`config.mk`:
```
export PLATFORM = sky130hd
export DESIGN_NAME = mmtimer
export DESIGN_NICKNAME = d
export VERILOG_FILES = /design/src/rtl/mmt_pkg.sv /design/src/rtl/mmt_sync_edge.sv /design/src/rtl/mmt_regs.sv /design/src/rtl/mmt_core.sv /design/src/rtl/mmtimer.sv
export SDC_FILE = /design/constraint.sdc
export NUM_CORES = 1
export LEC_CHECK = 0
export ABC_AREA = 1
export CAP_MARGIN = 20
export CORE_MARGIN = 4
export CORE_UTILIZATION = 28
export CTS_CLUSTER_DIAMETER = 60
export DETAILED_ROUTE_END_ITERATION = 16
export HOLD_SLACK_MARGIN = 0.06
export PLACE_DENSITY = 0.4
export SLEW_MARGIN = 20
export SYNTH_ARGS = -nofsm -noshare
export SYNTH_HDL_FRONTEND = slang
export SYNTH_HIERARCHICAL = 1
export SYNTH_SLANG_ARGS = --single-unit
```
`constraint.sdc`:
```
create_clock -name clk -period 1.8 [get_ports clk]
set_clock_uncertainty 0.05 [all_clocks]
set_input_delay 0.18 -clock clk [delete_from_list [all_inputs] [get_ports clk]]
set_output_delay 0.18 -clock clk [all_outputs]
set_load 0.005 [all_outputs]
```
`src/rtl/mmt_pkg.sv`:
```
package mmt_pkg;

   typedef enum logic [1:0] {
      MODE_OFF = 2'b00,
      MODE_CNT = 2'b01,
      MODE_PWM = 2'b10,
      MODE_RSV = 2'b11
   } mode_e;

   typedef enum logic [1:0] {
      DEC_CLK   = 2'b00,
      DEC_GATED = 2'b01,
      DEC_PIN   = 2'b10,
      DEC_TRIG  = 2'b11
   } dec_e;

   typedef enum logic [1:0] {
      RLD_NONE      = 2'b00,
      RLD_PIN_RISE  = 2'b01,
      RLD_TRIG_RISE = 2'b10,
      RLD_PIN_HIGH  = 2'b11
   } rld_e;

   // control register layout, LSB at the bottom
   typedef struct packed {
      logic  sclk_dec;   // [8] shift clock toggles per decrement
      logic  rld_upd;    // [7] reload also updates output
      logic  init_hi;    // [6] count-mode start level
      rld_e  rld_sel;    // [5:4]
      dec_e  dec_sel;    // [3:2]
      mode_e mode;       // [1:0]
   } ctrl_t;

   localparam int CTRL_W = $bits(ctrl_t);
   localparam int N_EXT  = 2;
   localparam int EXT_PIN = 0;
   localparam int EXT_TRG = 1;

   function automatic logic mode_active(mode_e m);
      return (m == MODE_CNT) || (m == MODE_PWM);
   endfunction

endpackage

```
`src/rtl/mmt_sync_edge.sv`:
```
module mmt_sync_edge #(
   parameter int STAGES = 2
) (
   input  logic clk,
   input  logic rst,
   input  logic din,
   output logic level,
   output logic rise,
   output logic fall
);

   if (STAGES < 2) begin : g_bad_stages
      $error("mmt_sync_edge: STAGES must be at least 2");
   end

   logic [STAGES-1:0] chain;
   logic              prev;

   always_ff @(posedge clk) begin
      if (rst) begin
         chain <= '0;
         prev  <= 1'b0;
      end else begin
         chain <= {chain[STAGES-2:0], din};
         prev  <= chain[STAGES-1];
      end
   end

   assign level = chain[STAGES-1];
   assign rise  = level & ~prev;
   assign fall  = ~level & prev;

endmodule

```
`src/rtl/mmt_regs.sv`:
```
module mmt_regs
   import mmt_pkg::*;
#(
   parameter int CNT_W = 16
) (
   input  logic             clk,
   input  logic             rst,
   input  logic             wr_en,
   input  logic             wr_addr,
   input  logic [CNT_W-1:0] wr_data,
   output logic [CNT_W-1:0] cmp_q,
   output ctrl_t            ctrl_q,
   output logic             start_q
);

   if (CNT_W < CTRL_W) begin : g_bad_width
      $error("mmt_regs: CNT_W too narrow for the control word");
   end

   ctrl_t ctrl_new;
   logic  wr_ctrl;
   logic  wr_cmp;

   assign ctrl_new = ctrl_t'(wr_data[CTRL_W-1:0]);
   assign wr_ctrl  = wr_en & wr_addr;
   assign wr_cmp   = wr_en & ~wr_addr;

   always_ff @(posedge clk) begin
      if (rst) begin
         cmp_q   <= '0;
         ctrl_q  <= '0;
         start_q <= 1'b0;
      end else begin
         if (wr_cmp) cmp_q <= wr_data;
         if (wr_ctrl) ctrl_q <= ctrl_new;
         start_q <= wr_ctrl & mode_active(ctrl_new.mode) & ~mode_active(ctrl_q.mode);
      end
   end


   start_follows_enable_chk: assert property (@(posedge clk) disable iff (rst)
      start_q |-> mode_active(ctrl_q.mode));

endmodule

```
`src/rtl/mmt_core.sv`:
```
module mmt_core
   import mmt_pkg::*;
#(
   parameter int CNT_W = 16
) (
   input  logic             clk,
   input  logic             rst,
   input  logic [CNT_W-1:0] cmp,
   input  ctrl_t            ctrl,
   input  logic             start,
   input  logic [N_EXT-1:0] ext_lvl,
   input  logic [N_EXT-1:0] ext_rise,
   input  logic [N_EXT-1:0] ext_fall,
   input  logic             flag_clr,
   output logic             tmr_out,
   output logic             sclk,
   output logic             flag
);

   localparam int HALF = CNT_W / 2;
   localparam logic [CNT_W-1:0] ONE_F = 1;
   localparam logic [HALF-1:0]  ONE_H = 1;

   logic [CNT_W-1:0] cnt, cnt_d;
   logic [HALF-1:0]  lo, hi;
   logic             out_d, sclk_d, flag_d, hit;
   logic             active, is_pwm, dec_evt, rld_evt, init_lvl;

   assign lo       = cnt[HALF-1:0];
   assign hi       = cnt[CNT_W-1:HALF];
   assign active   = mode_active(ctrl.mode);
   assign is_pwm   = (ctrl.mode == MODE_PWM);
   assign init_lvl = is_pwm ? 1'b1 : ctrl.init_hi;

   always_comb begin
      case (ctrl.dec_sel)
         DEC_CLK:   dec_evt = 1'b1;
         DEC_GATED: dec_evt = ext_lvl[EXT_TRG];
         DEC_PIN:   dec_evt = ext_rise[EXT_PIN] | ext_fall[EXT_PIN];
         default:   dec_evt = ext_rise[EXT_TRG] | ext_fall[EXT_TRG];
      endcase
   end

   always_comb begin
      case (ctrl.rld_sel)
         RLD_NONE:      rld_evt = 1'b0;
         RLD_PIN_RISE:  rld_evt = ext_rise[EXT_PIN];
         RLD_TRIG_RISE: rld_evt = ext_rise[EXT_TRG];
         default:       rld_evt = ext_lvl[EXT_PIN];
      endcase
   end

   always_comb begin
      cnt_d  = cnt;
      out_d  = tmr_out;
      sclk_d = sclk;
      hit    = 1'b0;
      if (active) begin
         if (start) begin
            cnt_d = cmp;
            out_d = init_lvl;
         end else if (rld_evt) begin
            cnt_d = cmp;
            if (ctrl.rld_upd) begin
               out_d = init_lvl;
               if (!ctrl.sclk_dec) sclk_d = init_lvl;
            end
         end else if (dec_evt) begin
            if (is_pwm) begin
               if (tmr_out) begin
                  if (lo == '0) begin
                     out_d            = 1'b0;
                     cnt_d[HALF-1:0] = cmp[HALF-1:0];
                  end else begin
                     cnt_d[HALF-1:0] = lo - ONE_H;
                  end
               end else begin
                  if (hi == '0) begin
                     out_d               = 1'b1;
                     cnt_d[CNT_W-1:HALF] = cmp[CNT_W-1:HALF];
                     hit                 = ~ctrl.dec_sel[1];
                  end else begin
                     cnt_d[CNT_W-1:HALF] = hi - ONE_H;
                  end
               end
            end else begin
               if (cnt == '0) begin
                  cnt_d = cmp;
                  out_d = ~tmr_out;
                  hit   = 1'b1;
               end else begin
                  cnt_d = cnt - ONE_F;
               end
            end
            if (ctrl.sclk_dec) sclk_d = ~sclk;
            else if (out_d != tmr_out) sclk_d = out_d;
         end
      end
   end

   assign flag_d = hit | (flag & ~flag_clr);

   always_ff @(posedge clk) begin
      if (rst) begin
         cnt     <= '0;
         tmr_out <= 1'b0;
         sclk    <= 1'b0;
         flag    <= 1'b0;
      end else begin
         cnt     <= cnt_d;
         tmr_out <= out_d;
         sclk    <= sclk_d;
         flag    <= flag_d;
      end
   end


   idle_hold_chk: assert property (@(posedge clk) disable iff (rst)
      !active |=> $stable(tmr_out) && $stable(cnt));


   pwm_starts_high_chk: assert property (@(posedge clk) disable iff (rst)
      start && is_pwm |=> tmr_out);


   init_no_sclk_edge_chk: assert property (@(posedge clk) disable iff (rst)
      start |=> $stable(sclk));


   wrap_flip_chk: assert property (@(posedge clk) disable iff (rst)
      (ctrl.mode == MODE_CNT) && !start && !rld_evt && dec_evt && (cnt == '0)
      |=> (tmr_out != $past(tmr_out)) && (cnt == $past(cmp)));


   flag_sticky_chk: assert property (@(posedge clk) disable iff (rst)
      flag && !flag_clr |=> flag);


   low_phase_hold_chk: assert property (@(posedge clk) disable iff (rst)
      is_pwm && !tmr_out && !start && !rld_evt && dec_evt && (hi != '0) |=> !tmr_out);


   high_phase_hold_chk: assert property (@(posedge clk) disable iff (rst)
      is_pwm && tmr_out && !start && !rld_evt && dec_evt && (lo != '0) |=> tmr_out);


   pwm_edge_src_no_flag_chk: assert property (@(posedge clk) disable iff (rst)
      is_pwm && ctrl.dec_sel[1] && !flag |=> !flag);


   reload_value_chk: assert property (@(posedge clk) disable iff (rst)
      active && rld_evt && !start |=> cnt == $past(cmp));


   sclk_per_dec_chk: assert property (@(posedge clk) disable iff (rst)
      active && ctrl.sclk_dec && dec_evt && !start && !rld_evt |=> sclk != $past(sclk));

endmodule

```
`src/rtl/mmtimer.sv`:
```
module mmtimer
   import mmt_pkg::*;
#(
   parameter int CNT_W       = 16,
   parameter int SYNC_STAGES = 2
) (
   input  logic             clk,
   input  logic             rst,
   input  logic             wr_en,
   input  logic             wr_addr,
   input  logic [CNT_W-1:0] wr_data,
   input  logic             pin_in,
   input  logic             trig_in,
   input  logic             flag_clr,
   output logic             tmr_out,
   output logic             sclk_out,
   output logic             flag
);

   if ((CNT_W % 2) != 0 || CNT_W < 4) begin : g_bad_cnt
      $error("mmtimer: CNT_W must be even and at least 4");
   end

   logic [N_EXT-1:0] ext_raw;
   logic [N_EXT-1:0] ext_lvl, ext_rise, ext_fall;
   logic [CNT_W-1:0] cmp_q;
   ctrl_t            ctrl_q;
   logic             start_q;

   assign ext_raw[EXT_PIN] = pin_in;
   assign ext_raw[EXT_TRG] = trig_in;

   for (genvar i = 0; i < N_EXT; i++) begin : g_ext
      mmt_sync_edge #(
         .STAGES (SYNC_STAGES)
      ) u_sync (
         .clk   (clk),
         .rst   (rst),
         .din   (ext_raw[i]),
         .level (ext_lvl[i]),
         .rise  (ext_rise[i]),
         .fall  (ext_fall[i])
      );
   end

   mmt_regs #(
      .CNT_W (CNT_W)
   ) u_regs (
      .clk     (clk),
      .rst     (rst),
      .wr_en   (wr_en),
      .wr_addr (wr_addr),
      .wr_data (wr_data),
      .cmp_q   (cmp_q),
      .ctrl_q  (ctrl_q),
      .start_q (start_q)
   );

   mmt_core #(
      .CNT_W (CNT_W)
   ) u_core (
      .clk      (clk),
      .rst      (rst),
      .cmp      (cmp_q),
      .ctrl     (ctrl_q),
      .start    (start_q),
      .ext_lvl  (ext_lvl),
      .ext_rise (ext_rise),
      .ext_fall (ext_fall),
      .flag_clr (flag_clr),
      .tmr_out  (tmr_out),
      .sclk     (sclk_out),
      .flag     (flag)
   );

endmodule

```
==> results.sh <==
export IMPL_area_growth_syn_to_layout_pct=28.4
export IMPL_vdd_ir_drop_max_v=0.000387
export IMPL_drc=0
export IMPL_num_antenna_cells=0
export IMPL_path_class="flop to flop"
export IMPL_endpoint="u_core/cnt[10]$_SDFFE_PP0P_"
export IMPL_rsz0062_at_grt="yes"
export IMPL_layout_commonest_cell="nand2_1"
export IMPL_synthMuxAreaShare_pct=0
export IMPL_setup_viol=0
export IMPL_post_route_period_util_pct=93.1
export IMPL_drtIter0Drc=167
export IMPL_synth_simple_area_share_pct=44.3
export IMPL_die_area_um2=13200
export IMPL_place_congestion=0.818
export IMPL_io_pins=26
export IMPL_yosysSeqAreaShare_pct=31.8
export IMPL_ys_flop_type="dfxtp_1"
export IMPL_slew_violations=0
export IMPL_via_count=3183
export IMPL_finalNonFillerCells=698
export IMPL_reg2reg_from="u_core/cnt[0]$_SDFFE_PP0P_"
export IMPL_clk_latency_ns=0.29
export IMPL_post_dp_cell_area_um2=3780
export IMPL_nets=585
export IMPL_cts_max_level=2
export IMPL_worstMarginPinSlew_ns=0.571
export IMPL_cts_tree="built"
export IMPL_path_depth=10
export IMPL_fp_dieW_um=115
export IMPL_numCtsBuffers=5
export IMPL_max_cap_violations=0
export IMPL_end_kind="flop"
export IMPL_clk_pin_slew_worst_paths_ns=0.07
export IMPL_start_util_pct=29.1
export IMPL_synth_top_area_cell="dfxtp_1"
export IMPL_netlist_instances=501
export IMPL_synthArstFlopShare_pct=0
export IMPL_r2r_end="u_core/cnt[10]$_SDFFE_PP0P_"
export IMPL_yosysWarnings=6
export IMPL_worstSetupStartpointType="flop"
export IMPL_grt_pass1_wl_um=15900
export IMPL_hold_viol=0
export IMPL_port_buffers=25
export IMPL_synth_edf_count=0
export IMPL_grtUsageTotal_pct=15.0
export IMPL_fin_crit_ns=1.68
export IMPL_synthTopCellsByArea="dfxtp_1 32%, nand2_1 18%, nor2_1 9.7%"
export IMPL_core_area_um2=11000
export IMPL_wl_per_cell_um=13.5
export IMPL_grt_ovfl_total=0
export IMPL_grt_pass1_vias=3169
export IMPL_synth_avg_cell_area_um2=6.41
export IMPL_rr_worst_depth=10
export IMPL_crit_start="u_core/cnt[0]$_SDFFE_PP0P_"
export IMPL_synth_top_family_by_area="simple AND/OR/NAND/NOR gates"
export IMPL_dp_hpwl_um=7210
export IMPL_synth_area_um2=3210
export IMPL_yosys_cell_types_count=36
export IMPL_powerDensity_nw_per_um2=1110
export IMPL_antenna_left=0
export IMPL_outcome="complete, no violations"
export IMPL_crit_family="simple AND/OR/NAND/NOR gates"
export IMPL_wl_um=9440
export IMPL_crit_path_max_incr_delay_ns=0.34
export IMPL_cts_sinks=51
export IMPL_antenna_found_initial=0
export IMPL_fmaxAchievable_mhz=597
export IMPL_fp_row_count=38
export IMPL_synthXorXnorAreaFrac_pct=3.54
export IMPL_die_h_um=115
export IMPL_worstHoldPathType="flop to flop"
export IMPL_cts_path_max_buffers=2
export IMPL_cp_slowest_cell="dfxtp_1"
export IMPL_mostFrequentLayoutCells="145 x nand2_1, 78 x nor2_1, 49 x dfxtp_1"
export IMPL_worst_path_most_repeated_cell="nand2_1"
export IMPL_viasPerCell=4.56
export IMPL_cts_root_buffer="clkbuf_16"
export IMPL_dp_cells=681
export IMPL_max_slew_margin_pct=61.9
export IMPL_critPathMaxFanout=7
export IMPL_stdcell_area_um2=4130
export IMPL_r2r_slack_ns=0.12
export IMPL_fin_setup_tns_ns=0
export IMPL_syn_nets=529
export IMPL_drt_first_pass_iters=4
export IMPL_crit_path_cell_trace="inv_1 > ha_1 > nand2_1 > o21ai_4 > nand2_2 > nand3_1 > nand2_1 > nand2_1 > nand2_1 > a21oi_1"
export IMPL_netlist_area_leader_share_pct=31.8
export IMPL_cp_required_ns=1.97
export IMPL_synth_seq_cells=51
export IMPL_crit_arrival_ns=1.85
export IMPL_drive_above_1_share_pct=17.2
export IMPL_synthAdderAreaFrac_pct=1.95
export IMPL_synth_compound_area_share_pct=9.35
export IMPL_grt_max_degree=23
export IMPL_holdWs_ns=0.357
export IMPL_p_leak_nw=1.89
export IMPL_crit_buf_inv=1
==> registers in the layout, summed over array words and instances, names as in the netlist <==
signal              flops
u_regs/ctrl_q           9
u_core/flag             1
u_regs/start_q          1
g_ext.u_sync/prev       2
u_core/cnt             16
u_regs/cmp_q           16
g_ext.u_sync/chain      4
u_core/sclk             1
u_core/tmr_out          1
==> cell usage after synthesis, types with 2 or more instances <==
library cell and instances:
a21oi_1 33, a21oi_2 3, buf_2 3, buf_4 3, buf_6 4, clkbuf_1 2
dfxtp_1 51, ha_1 5, inv_1 49, nand2_1 150, nand2_2 3, nand2_4 7
nand3_1 41, nand3b_1 16, nand4_1 2, nor2_1 83, nor2_2 3, nor2_4 4
o211ai_1 2, o21ai_0 6, o21ai_1 3, o21ai_2 3, xnor2_1 3, xor2_1 10
==> power by group <==
part	internal (W)	switching [W]
Clock	0.000657	0.000451
Combinational	0.000829	0.00134
Sequential	0.00122	0.0000825
Total	0.00271	0.00187
==> layout make-up <==
type	instances	area, um2
clock inverter	3	43.8
tap	140	175
timing repair buffer	61	549
fill	1220	6910
sequential	51	1020
inverter	52	203
clock buffer	5	125
multi-input combinational	386	2010
==> cells by family (layout without fill, tap and decap cells) <==
family	count (synthesis)	count (layout)
AND/OR/NAND/NOR	314	315
buffers and inverters	65	121
AO/OA/AOI/OAI	53	53
flip-flops	51	51
XOR/XNOR	13	13
adder cells (fa/ha/maj)	5	5
==> how the worst min path moves through the flow <==
| stage | from | endpoint | slack [ns] | cells after the start |
|---|---|---|---|---|
| final | g_ext[1].u_sync/chain[0]$_SDFF_PP0_ | g_ext[1].u_sync/chain[1]$_SDFF_PP0_ | 0.36 | 2 |
| after detailed placement | g_ext[1].u_sync/chain[0]$_SDFF_PP0_ | g_ext[1].u_sync/chain[1]$_SDFF_PP0_ | 0.36 | 2 |
| after global placement | g_ext[0].u_sync/chain[0]$_SDFF_PP0_ | g_ext[0].u_sync/chain[1]$_SDFF_PP0_ | 0.36 | 2 |
| after CTS | g_ext[1].u_sync/chain[0]$_SDFF_PP0_ | g_ext[1].u_sync/chain[1]$_SDFF_PP0_ | 0.37 | 2 |
| after floorplan | rst | u_core/cnt[7]$_SDFFE_PP0P_ | 0.19 | 1 |
| after global routing | g_ext[1].u_sync/chain[0]$_SDFF_PP0_ | g_ext[1].u_sync/chain[1]$_SDFF_PP0_ | 0.38 | 2 |
==> worst min-delay path, cell delays in order, from the launching register on <==
cell     delay (ns)
dfxtp_1        0.30
inv_1          0.04
nor2_1         0.03
==> metal layers <==
layer | global-route usage (%) | vias up | share of wire [%]
met1 | 20.5 | 1445 | 50
met4 | 2.82 | 0 | 0.58
met5 | 0 | - | 0
met3 | 1.95 | 4 | 3.5
met2 | 25.3 | 45 | 46
li1 | - | 1689 | -
==> stage by stage <==
| step | util [%] | total power [W] | setup slack [ns] |
|---|---|---|---|
| 4_1_cts | 35.9 | 0.00451 | 0.0552 |
| 3_5_place_dp | 34.3 | 0.00338 | 0.0195 |
| 3_3_place_gp | 34.3 | 0.00339 | 0.0582 |
| 2_1_floorplan | - | 0.00281 | 0.177 |
| 6_report | 37.4 | 0.00458 | 0.124 |
| 5_1_grt | 37.4 | 0.00496 | -0.0148 |
==> what timing repair did <==
item,in CTS,in global routing
gates cloned,0,1
setup buffers,0,8
gates resized for setup,1,35
pin swaps,0,12
endpoints found under the setup margin,4,18
hold buffers,0,0
Note: power is estimated with default switching activity, not from simulation.
